<file path="config.mk">
export PLATFORM = sky130hd
export DESIGN_NAME = hpw_widen
export DESIGN_NICKNAME = d
export VERILOG_FILES = /design/src/rtl/hpw_pkg.sv /design/src/rtl/hpw_classify.sv /design/src/rtl/hpw_lzc.sv /design/src/rtl/hpw_assemble.sv /design/src/rtl/hpw_widen.sv
export SDC_FILE = /design/constraint.sdc
export NUM_CORES = 1
export LEC_CHECK = 0
export ABC_AREA = 1
export ABC_CLOCK_PERIOD_IN_PS = 3380
export BUFFER_PORTS_ARGS = -buffer_cell sky130_fd_sc_hd__buf_2
export CAP_MARGIN = 10
export CORE_ASPECT_RATIO = 0.6
export CORE_MARGIN = 2
export CORE_UTILIZATION = 56
export CTS_CLUSTER_DIAMETER = 120
export DETAILED_ROUTE_END_ITERATION = 8
export PLACE_DENSITY_LB_ADDON = 0.1
export SLEW_MARGIN = 20
export SYNTH_ARGS = -nofsm -noshare
export SYNTH_HDL_FRONTEND = slang
export SYNTH_HIERARCHICAL = 1
export SYNTH_SLANG_ARGS = --single-unit
</file>
<file path="constraint.sdc">
create_clock -name clk -period 3.38 [get_ports clk]
set_clock_uncertainty 0.1 [all_clocks]
set_input_delay 0.507 -clock clk [delete_from_list [all_inputs] [get_ports clk]]
set_output_delay 0.507 -clock clk [all_outputs]
set_load 0.005 [all_outputs]
</file>
<file path="src/rtl/hpw_pkg.sv">
package hpw_pkg;

  typedef enum logic [2:0] {
    HCLS_ZERO,
    HCLS_SUB,
    HCLS_NORM,
    HCLS_INF,
    HCLS_NAN
  } hcls_e;

endpackage

</file>
<file path="src/rtl/hpw_classify.sv">
module hpw_classify
  import hpw_pkg::*;
#(
  parameter int EXP_W  = 5,
  parameter int FRAC_W = 10
) (
  input  logic [EXP_W+FRAC_W:0] bits_in,
  input  logic                  alt_mode,
  output hcls_e                 cls,
  output logic                  sign,
  output logic [EXP_W-1:0]      exp_f,
  output logic [FRAC_W-1:0]     frac_f
);
  localparam int W = EXP_W + FRAC_W + 1;

  logic exp_max, exp_min, frac_nz;

  assign sign    = bits_in[W-1];
  assign exp_f   = bits_in[W-2 -: EXP_W];
  assign frac_f  = bits_in[FRAC_W-1:0];
  assign exp_max = &exp_f;
  assign exp_min = ~|exp_f;
  assign frac_nz = |frac_f;

  always_comb begin
    if (exp_min)
      cls = frac_nz ? HCLS_SUB : HCLS_ZERO;
    else if (exp_max && !alt_mode)
      cls = frac_nz ? HCLS_NAN : HCLS_INF;
    else
      cls = HCLS_NORM;
  end

endmodule

</file>
<file path="src/rtl/hpw_lzc.sv">
module hpw_lzc #(
  parameter int W = 10,
  localparam int CNT_W = $clog2(W + 1)
) (
  input  logic [W-1:0]     vec,
  output logic [CNT_W-1:0] cnt
);
  logic [W-1:0][CNT_W-1:0] cand;

  for (genvar g = 0; g < W; g++) begin : g_cand
    assign cand[g] = CNT_W'(W - 1 - g);
  end

  always_comb begin
    cnt = CNT_W'(W);
    for (int i = 0; i < W; i++) begin
      if (vec[i]) cnt = cand[i];
    end
  end

endmodule

</file>
<file path="src/rtl/hpw_assemble.sv">
module hpw_assemble
  import hpw_pkg::*;
#(
  parameter int IN_EXP_W   = 5,
  parameter int IN_FRAC_W  = 10,
  parameter int OUT_EXP_W  = 8,
  parameter int OUT_FRAC_W = 23,
  localparam int LZ_W      = $clog2(IN_FRAC_W + 1),
  localparam int OUT_W     = OUT_EXP_W + OUT_FRAC_W + 1
) (
  input  hcls_e                  cls,
  input  logic                   sign,
  input  logic [IN_EXP_W-1:0]    exp_f,
  input  logic [IN_FRAC_W-1:0]   frac_f,
  input  logic [LZ_W-1:0]        lz,
  output logic [OUT_W-1:0]       word,
  output logic                   invalid
);
  localparam int IN_BIAS   = (1 << (IN_EXP_W - 1)) - 1;
  localparam int OUT_BIAS  = (1 << (OUT_EXP_W - 1)) - 1;
  localparam int BIAS_DIFF = OUT_BIAS - IN_BIAS;
  localparam int PAD_W     = OUT_FRAC_W - IN_FRAC_W;

  logic [OUT_EXP_W-1:0]  e_out;
  logic [OUT_FRAC_W-1:0] f_out;
  logic [IN_FRAC_W-1:0]  sub_frac;
  logic [LZ_W-1:0]       sub_shift;

  assign sub_shift = lz + LZ_W'(1);
  assign sub_frac  = frac_f << sub_shift;

  always_comb begin
    e_out   = '0;
    f_out   = '0;
    invalid = 1'b0;
    unique case (cls)
      HCLS_ZERO: begin
        e_out = '0;
        f_out = '0;
      end
      HCLS_SUB: begin
        e_out = OUT_EXP_W'(BIAS_DIFF) - OUT_EXP_W'(lz);
        f_out = {sub_frac, {PAD_W{1'b0}}};
      end
      HCLS_NORM: begin
        e_out = OUT_EXP_W'(BIAS_DIFF) + OUT_EXP_W'(exp_f);
        f_out = {frac_f, {PAD_W{1'b0}}};
      end
      HCLS_INF: begin
        e_out = '1;
        f_out = '0;
      end
      HCLS_NAN: begin
        e_out   = '1;
        f_out   = {1'b1, frac_f[IN_FRAC_W-2:0], {PAD_W{1'b0}}};
        invalid = ~frac_f[IN_FRAC_W-1];
      end
      default: begin
        e_out = '0;
        f_out = '0;
      end
    endcase
  end

  assign word = {sign, e_out, f_out};

endmodule

</file>
<file path="src/rtl/hpw_widen.sv">
module hpw_widen
  import hpw_pkg::*;
#(
  parameter int HALF_EXP_W  = 5,
  parameter int HALF_FRAC_W = 10,
  parameter int SGL_EXP_W   = 8,
  parameter int SGL_FRAC_W  = 23,
  localparam int HALF_W     = HALF_EXP_W + HALF_FRAC_W + 1,
  localparam int SGL_W      = SGL_EXP_W + SGL_FRAC_W + 1
) (
  input  logic              clk,
  input  logic              rst,
  input  logic              in_valid,
  input  logic              alt_mode,
  input  logic [HALF_W-1:0] in_half,
  output logic              out_valid,
  output logic [SGL_W-1:0]  out_single,
  output logic              out_invalid
);
  localparam int LZ_W = $clog2(HALF_FRAC_W + 1);

  hcls_e                  cls;
  logic                   sign;
  logic [HALF_EXP_W-1:0]  exp_f;
  logic [HALF_FRAC_W-1:0] frac_f;
  logic [LZ_W-1:0]        lz;
  logic [SGL_W-1:0]       word_d;
  logic                   invalid_d;

  hpw_classify #(.EXP_W(HALF_EXP_W), .FRAC_W(HALF_FRAC_W)) u_cls (
    .bits_in (in_half),
    .alt_mode(alt_mode),
    .cls     (cls),
    .sign    (sign),
    .exp_f   (exp_f),
    .frac_f  (frac_f)
  );

  hpw_lzc #(.W(HALF_FRAC_W)) u_lzc (
    .vec(frac_f),
    .cnt(lz)
  );

  hpw_assemble #(
    .IN_EXP_W  (HALF_EXP_W),
    .IN_FRAC_W (HALF_FRAC_W),
    .OUT_EXP_W (SGL_EXP_W),
    .OUT_FRAC_W(SGL_FRAC_W)
  ) u_asm (
    .cls    (cls),
    .sign   (sign),
    .exp_f  (exp_f),
    .frac_f (frac_f),
    .lz     (lz),
    .word   (word_d),
    .invalid(invalid_d)
  );

  always_ff @(posedge clk) begin
    if (rst) begin
      out_valid   <= 1'b0;
      out_single  <= '0;
      out_invalid <= 1'b0;
    end else begin
      out_valid <= in_valid;
      if (in_valid) begin
        out_single  <= word_d;
        out_invalid <= invalid_d;
      end
    end
  end

endmodule

</file>
==> summary.txt, run 1 <==
Drt
  – Routed len/inst: around 9.8 µm
  – DRC Markers: 0
  – Via density: 4.58
  – Total wire length: 5.27 mm
  – Initial DRC count: 132
  – DR vias: 2,453
  – DR pass1 iterations: 4
  – ANT nets after route: 0

Worst setup path
  – CP Capture Type: flip-flop
  – Req. time, crit path: around 3.5 ns
  – Startpoint types: input port
  – Reg2Reg Launch Point: out_single[0]$_SDFFE_PP0P_
  – Critical path origin: in_half[3]
  – WP data arrival: 2.64 ns
  – R2R cell count: 2
  – Crit path kind: input port to flip-flop
  – Crit Path Max Fanout: 9

Pwr
  – PwrDens: 346 nW/µm²
  – Max IR drop VDD: about 0.27 mV
  – P_leak: 1.56 nW

Final layout
  – Layout Nets: 495
  – Layout cell share with drive strength beyond 1: 18.0%
  – Finished Layout Cells: 536
  – N_diodes: 0
  – Synth-to-Final Area Change: 7.01%

STA
  – Final period util: 74.8%
  – Endpoints failing hold: 0
  – Hold Worst Slack: 0.297 ns
  – Pins Over Slew Limit: 0
  – RSZ-0062 raised after global routing: false
  – Final min period: 2.53 ns
  – Slew @ Worst Pin: between 0.9 and 1 ns
  – Max Freq: between 300 and 400 MHz
  – Max-slew headroom: 35.5%
  – Setup TNS: 0 ns
  – Final setup violation count: 0

Run
  – Max-cap violations: 0

Synthesis
  – Count leader, synth: nand2_1
  – Largest area contributor in the netlist: dfxtp_1
  – Top cells by area, synth: dfxtp_1 26%, nand2_1 20%, nor2_1 13%, buf_4 11%, inv_1 8.5%
  – Post-synth EDFFs: 0
  – Sequential area share after synthesis: around a quarter
  – Yosys reg bits: 34
  – Synth Instances: around 440
  – Yosys top cell area share: 26.5%
  – YS warnings: 6
  – Post-synthesis cell type count: 31
  – Most common library cells after synthesis: 136 x nand2_1, 88 x nor2_1, 58 x inv_1
  – Asr flop ratio synth: 0%
  – Synth Flop Type: dfxtp_1
  – Avg Cell Area, Syn: just under 6 µm²
  – Mapped Area: 2570 µm²

Global route
  – Initial antenna violation count: 0
  – GR peak layer: met1
  – Pin count of the biggest net entering global routing: just under 70
  – M3 GR Usage: 5.91%
  – Met1 GRT Util: between 30% and 40%
  – First-pass GRT wire length: 8.96 mm
  – Gr ovfl total: 0
  – GR Util All Layers: 21.1%
  – GRT met2 Usage: 29.3%
  – Vias in the first global route: 2,019

Clock tree
  – CTS sink cnt: 34
  – Clk root buf: clkbuf_8
  – Postcts setup bufs: 0
  – CTS H-tree lvls: 2
  – Max Root-Sink Buffers: 2
  – CTS Buf Count: 5
  – CTS tree: yes
  – Clock transition at path regs: 0.06 ns
  – Hold-fix buffers at CTS: 0
  – Number of gates resized after cts: 0
  – Clock Latency Late Sink: 0.27 ns

Placement
  – Placed cell count: approximately 530
  – Post-DP HPWL: 3.98 mm
  – IO buf count: 53
  – Routability cong.: 0.942

Floorplanning
  – Rows: 19
  – Io pins: 54
  – Die Outline Area: slightly above 5000 µm²
  – Starting Density: 57.2%
  – Die Wd: about 91 µm
  – Die H: ~56 µm
  – Core footprint: 4490 µm²

Worst hold path
  – Hold Crit Class: input port to flip-flop
  – Hold path cells: 2
  – Hold_sp: rst

Run status
  – Status: finished clean
==> cells by family (layout without fill, tap and decap cells) <==
group                      Yosys count  in the layout  synth area share [%]
DFF                                 34             34                  26.5
other                                1             13                 0.146
adders and majority gates            2              2                 0.974
AOI/OAI and AO/OA                   29             29                  6.48
and+or+nand+nor                    264            264                  43.2
buffers and inverters              112            131                  22.7
==> critical path, stage by stage <==
cell	delay, ns
buf_2	0.14
nor2_1	0.21
o21ai_0	0.15
nand3_1	0.11
a21boi_0	0.08
buf_4	0.16
inv_1	0.07
ha_1	0.24
clkinv_1	0.17
nand3_2	0.14
nor3_2	0.26
nand2_1	0.09
o21ai_1	0.09
inv_1	0.05
nand2_1	0.05
nand2_1	0.04
nor2_1	0.10
==> cell type report <==
cell class,instances,area (µm²)
Fill cell,470,1740
Multi-Input combinational cell,308,1350
Sequential cell,34,681
Timing Repair Buffer,57,308
Inverter,67,256
Tap cell,63,78.8
Clock buffer,7,76.3
==> where the power goes <==
group	internal [mW]	switching (mW)
registers	0.429	0.0130
clock network	0.142	0.132
logic	0.0913	0.145
total	0.662	0.290
==> stage by stage <==
step	area [µm²]	power, mW	worst slack (ns)	util [%]
after global placement	2650	0.681	0.607	59.1
after floorplan	2620	0.644	0.744	-
after global routing	2750	1.02	0.519	61.2
final	2750	0.952	0.853	61.2
after CTS	2730	0.956	0.874	60.8
after detailed placement	2650	0.683	0.595	59.1
==> routing by layer <==
metal / vias up / routed length (µm)
met5: - / 0
met4: 0 / 4
met2: 65 / 1980
li1: 1342 / -
met1: 1044 / 2950
met3: 2 / 338
==> worst paths after layout <==
check                                     end  slack [ns]
setup / recovery  out_single[13]$_SDFFE_PP0P_        0.85
hold / removal           out_valid$_SDFF_PP0_        0.30
setup reg to reg   out_single[0]$_SDFFE_PP0P_        2.71
hold reg to reg   out_single[26]$_SDFFE_PP0P_        0.37
==> state kept, by name, indices dropped and copies added (netlist names) <==
register / count
out_valid: 1
out_invalid: 1
out_single: 32
==> cell usage in the layout (no fill, tap or decap), drive strengths merged <==
cell type / n
o211ai: 1
conb: 13
o22ai: 1
buf: 57
o21ai: 15
a21oi: 9
nand3: 27
a31oi: 1
ha: 2
nor3: 2
nand4: 3
nor2: 92
a21boi: 1
dfxtp: 34
o31ai: 1
clkbuf: 7
nand2: 140
clkinv: 2
inv: 65
Note: power is estimated with default switching activity, not from simulation.
==> run 2, diff against run 1 <==
--- a/config.mk
+++ b/config.mk
@@ -6,12 +6,12 @@
 export NUM_CORES = 1
 export LEC_CHECK = 0
 export ABC_AREA = 1
-export ABC_CLOCK_PERIOD_IN_PS = 3380
+export ABC_CLOCK_PERIOD_IN_PS = 2100
 export BUFFER_PORTS_ARGS = -buffer_cell sky130_fd_sc_hd__buf_2
 export CAP_MARGIN = 10
 export CORE_ASPECT_RATIO = 0.6
 export CORE_MARGIN = 2
-export CORE_UTILIZATION = 56
+export CORE_UTILIZATION = 51
 export CTS_CLUSTER_DIAMETER = 120
 export DETAILED_ROUTE_END_ITERATION = 8
 export PLACE_DENSITY_LB_ADDON = 0.1
==> constraint.sdc (replaced) <==
create_clock -name clk -period 2.1 [get_ports clk]
set_clock_uncertainty 0.1 [all_clocks]
set_input_delay 0.315 -clock clk [delete_from_list [all_inputs] [get_ports clk]]
set_output_delay 0.315 -clock clk [all_outputs]
set_load 0.005 [all_outputs]
==> run 2 against run 1 <==
Against the previous run:
- global-route usage is 0.28 points higher
- combinational power is 110% higher
- routed wire length is 16% higher
- critical path depth is 6 higher
- non-clock buffer count is 37 higher
- sequential share of layout area is 3.6 points lower
- register-to-register slack worse by 1.3 ns
- count of clock-buffer cells in the layout stayed put
- first-iteration DRC count is 11% higher
- die area is 9.2% higher
- critical endpoint is now out_single[20]$_SDFFE_PP0P_
- largest power group unchanged
- highest routed layer unchanged
==> summary.txt, run 2 (synthesized netlist as in run 1, its figures left out) <==
Run status
  – Status: finished clean

Global route
  – Pin count of the biggest net entering global routing: 38
  – GR Util All Layers: 21.3%
  – First-pass GRT wire length: 9.57 mm
  – Gr ovfl total: 0
  – Initial antenna violation count: 0
  – Vias in the first global route: 2,235

Worst setup path
  – Crit Path Max Fanout: 8
  – Reg2reg setup slack: 1.42 ns
  – Startpoint types: input port
  – CP Cell Sequence: buf_6 -> inv_2 -> nand2_1 -> nand2_1 -> nand2_1 -> nand2_1 -> nand2_1 -> nand2_1 -> nand2_2 -> a21oi_4 -> inv_2 -> ha_4 -> inv_8 -> buf_4 -> nand3_2 -> nand3_1 -> nand2_1 -> nand2_1 -> o21ai_2 -> inv_1 -> nand2_1 -> nand2_1 -> nor2_1
  – CP max stage delay: about 0.34 ns
  – Crit path kind: input port to flip-flop
  – CP Capture Type: flip-flop
  – Crit-path most repeated cell: nand2_1
  – WP data arrival: about 2.2 ns
  – Req. time, crit path: roughly 2.2 ns
  – Critical path's slowest cell: ha_4

Pwr
  – Overall Power: 1.70 mW
  – PwrDens: 529 nW/µm²
  – P_leak: 1.79 nW
  – Max IR drop VDD: 0.452 mV

Floorplanning
  – Core footprint: roughly 4700 µm²
  – Die Outline Area: 5640 µm²
  – Io pins: 54
  – Rows: 19
  – Die H: 59.0 µm
  – Die Wd: 95.6 µm
  – Starting Density: 54.6%

Drt
  – Wire length on met1: 3.11 mm
  – ANT nets after route: 0
  – Routed len/inst: around 11 µm
  – Max Used Layer: met4
  – DRC Markers: 0
  – Total wire length: just over 6 mm
  – Via density: between 4 and 5
  – Met2 WL: 2.50 mm
  – Routed wl met3: 458 µm
  – DR vias: 2,670
  – Initial DRC count: 147
  – DR pass1 iterations: 6

STA
  – Final min period: 2.05 ns
  – Pins Over Slew Limit: 0
  – Final setup violation count: 0
  – RSZ-0062 raised after global routing: true
  – Endpoints failing hold: 0
  – Max Freq: 488 MHz
  – Final period util: a little over nine tenths

Clock tree
  – Clock transition at path regs: 0.07 ns
  – CTS tree: yes
  – CTS sink cnt: 34
  – Clock Latency Late Sink: about 0.28 ns
  – CTS Buf Count: 5
  – CTS H-tree lvls: 2
  – Max Root-Sink Buffers: 2
  – Clk root buf: clkbuf_8

Final layout
  – N_diodes: 0
  – Most common cell after layout, fill and taps aside: nand2_1
  – Synth-to-Final Area Change: 25.2%
  – Layout cell share with drive strength beyond 1: around 28%
  – Final Cell Area: 3220 µm²
  – Layout Nets: 532
  – Finished Core Util: 68.4%
  – Largest register FFs: 32
  – Top reg by flops: out_single
  – Commonest non-fill, non-tap cells in the layout: 131 x nand2_1, 86 x nor2_1, 56 x inv_1
  – Top Registers: out_single (32), out_invalid (1), out_valid (1)

Worst hold path
  – Hold Crit Class: input port to flip-flop

Run
  – Max-cap violations: 0

Placement
  – Post-DP HPWL: around 4.3 mm
  – IO buf count: 53
  – DP Area: 2940 µm²
  – Routability cong.: approximately 0.92
run 2: cell count changes in the layout (fill, tap and decap cells not counted), sizes merged:
cell and change:
buf +37, inv +1
run 2: metal layers:
| layer | track usage (%) | vias to the layer above |
|---|---|---|
| met5 | 0 | - |
| met4 | 3.06 | 0 |
| met3 | 5.73 | 4 |
| met2 | 31.2 | 94 |
| met1 | 32.1 | 1156 |
| li1 | - | 1416 |
run 2: area by class of cell:
class / count / area, µm²
clock buffer: 7 / 86.3
clock inverter: 1 / 5.00
fill: 451 / 1490
inverter: 67 / 269
multi-input combinational: 308 / 1470
sequential: 34 / 681
tap: 63 / 78.8
timing repair buffer: 94 / 624
run 2: final timing paths:
check | from | endpoint | cells past startpoint
setup / recovery | in_half[1] | out_single[20]$_SDFFE_PP0P_ | 23
hold / removal | rst | out_valid$_SDFF_PP0_ | 2
setup reg to reg | out_single[28]$_SDFFE_PP0P_ | out_single[28]$_SDFFE_PP0P_ | 2
hold reg to reg | out_single[5]$_SDFFE_PP0P_ | out_single[5]$_SDFFE_PP0P_ | 2
run 2: worst max-delay path, delay by kind of cell:
family                   cells  cell delay, ns
buffers and inverters        6            0.45
AND/OR/NAND/NOR             14            0.81
AO/OA/AOI/OAI                2            0.24
adder cells (fa/ha/maj)      1            0.34
run 2: through the flow:
stage / setup slack, ns / instances / hold WS [ns] / TNS (ns)
floorplan: -0.191 / 454 / 0.286 / -1.44
finish: 0.0499 / 574 / 0.103 / 0
global route: -0.120 / 574 / 0.107 / -0.501
CTS: 0.0438 / 566 / 0.0968 / 0
global placement: -0.249 / 557 / 0.352 / -2.82
detailed placement: -0.319 / 557 / 0.359 / -3.17
run 2: what timing repair did:
action                                  in CTS  in global routing
setup buffers                                1                  8
pin swaps                                    1                 20
resized for setup                            0                 33
endpoints found under the setup margin       1                 17
hold buffers                                 0                  0
run 2: where the power goes:
part	total, mW	switching (mW)	internal [mW]
Combinational	0.493	0.277	0.216
Sequential	0.713	0.0221	0.691
Clock	0.497	0.233	0.265
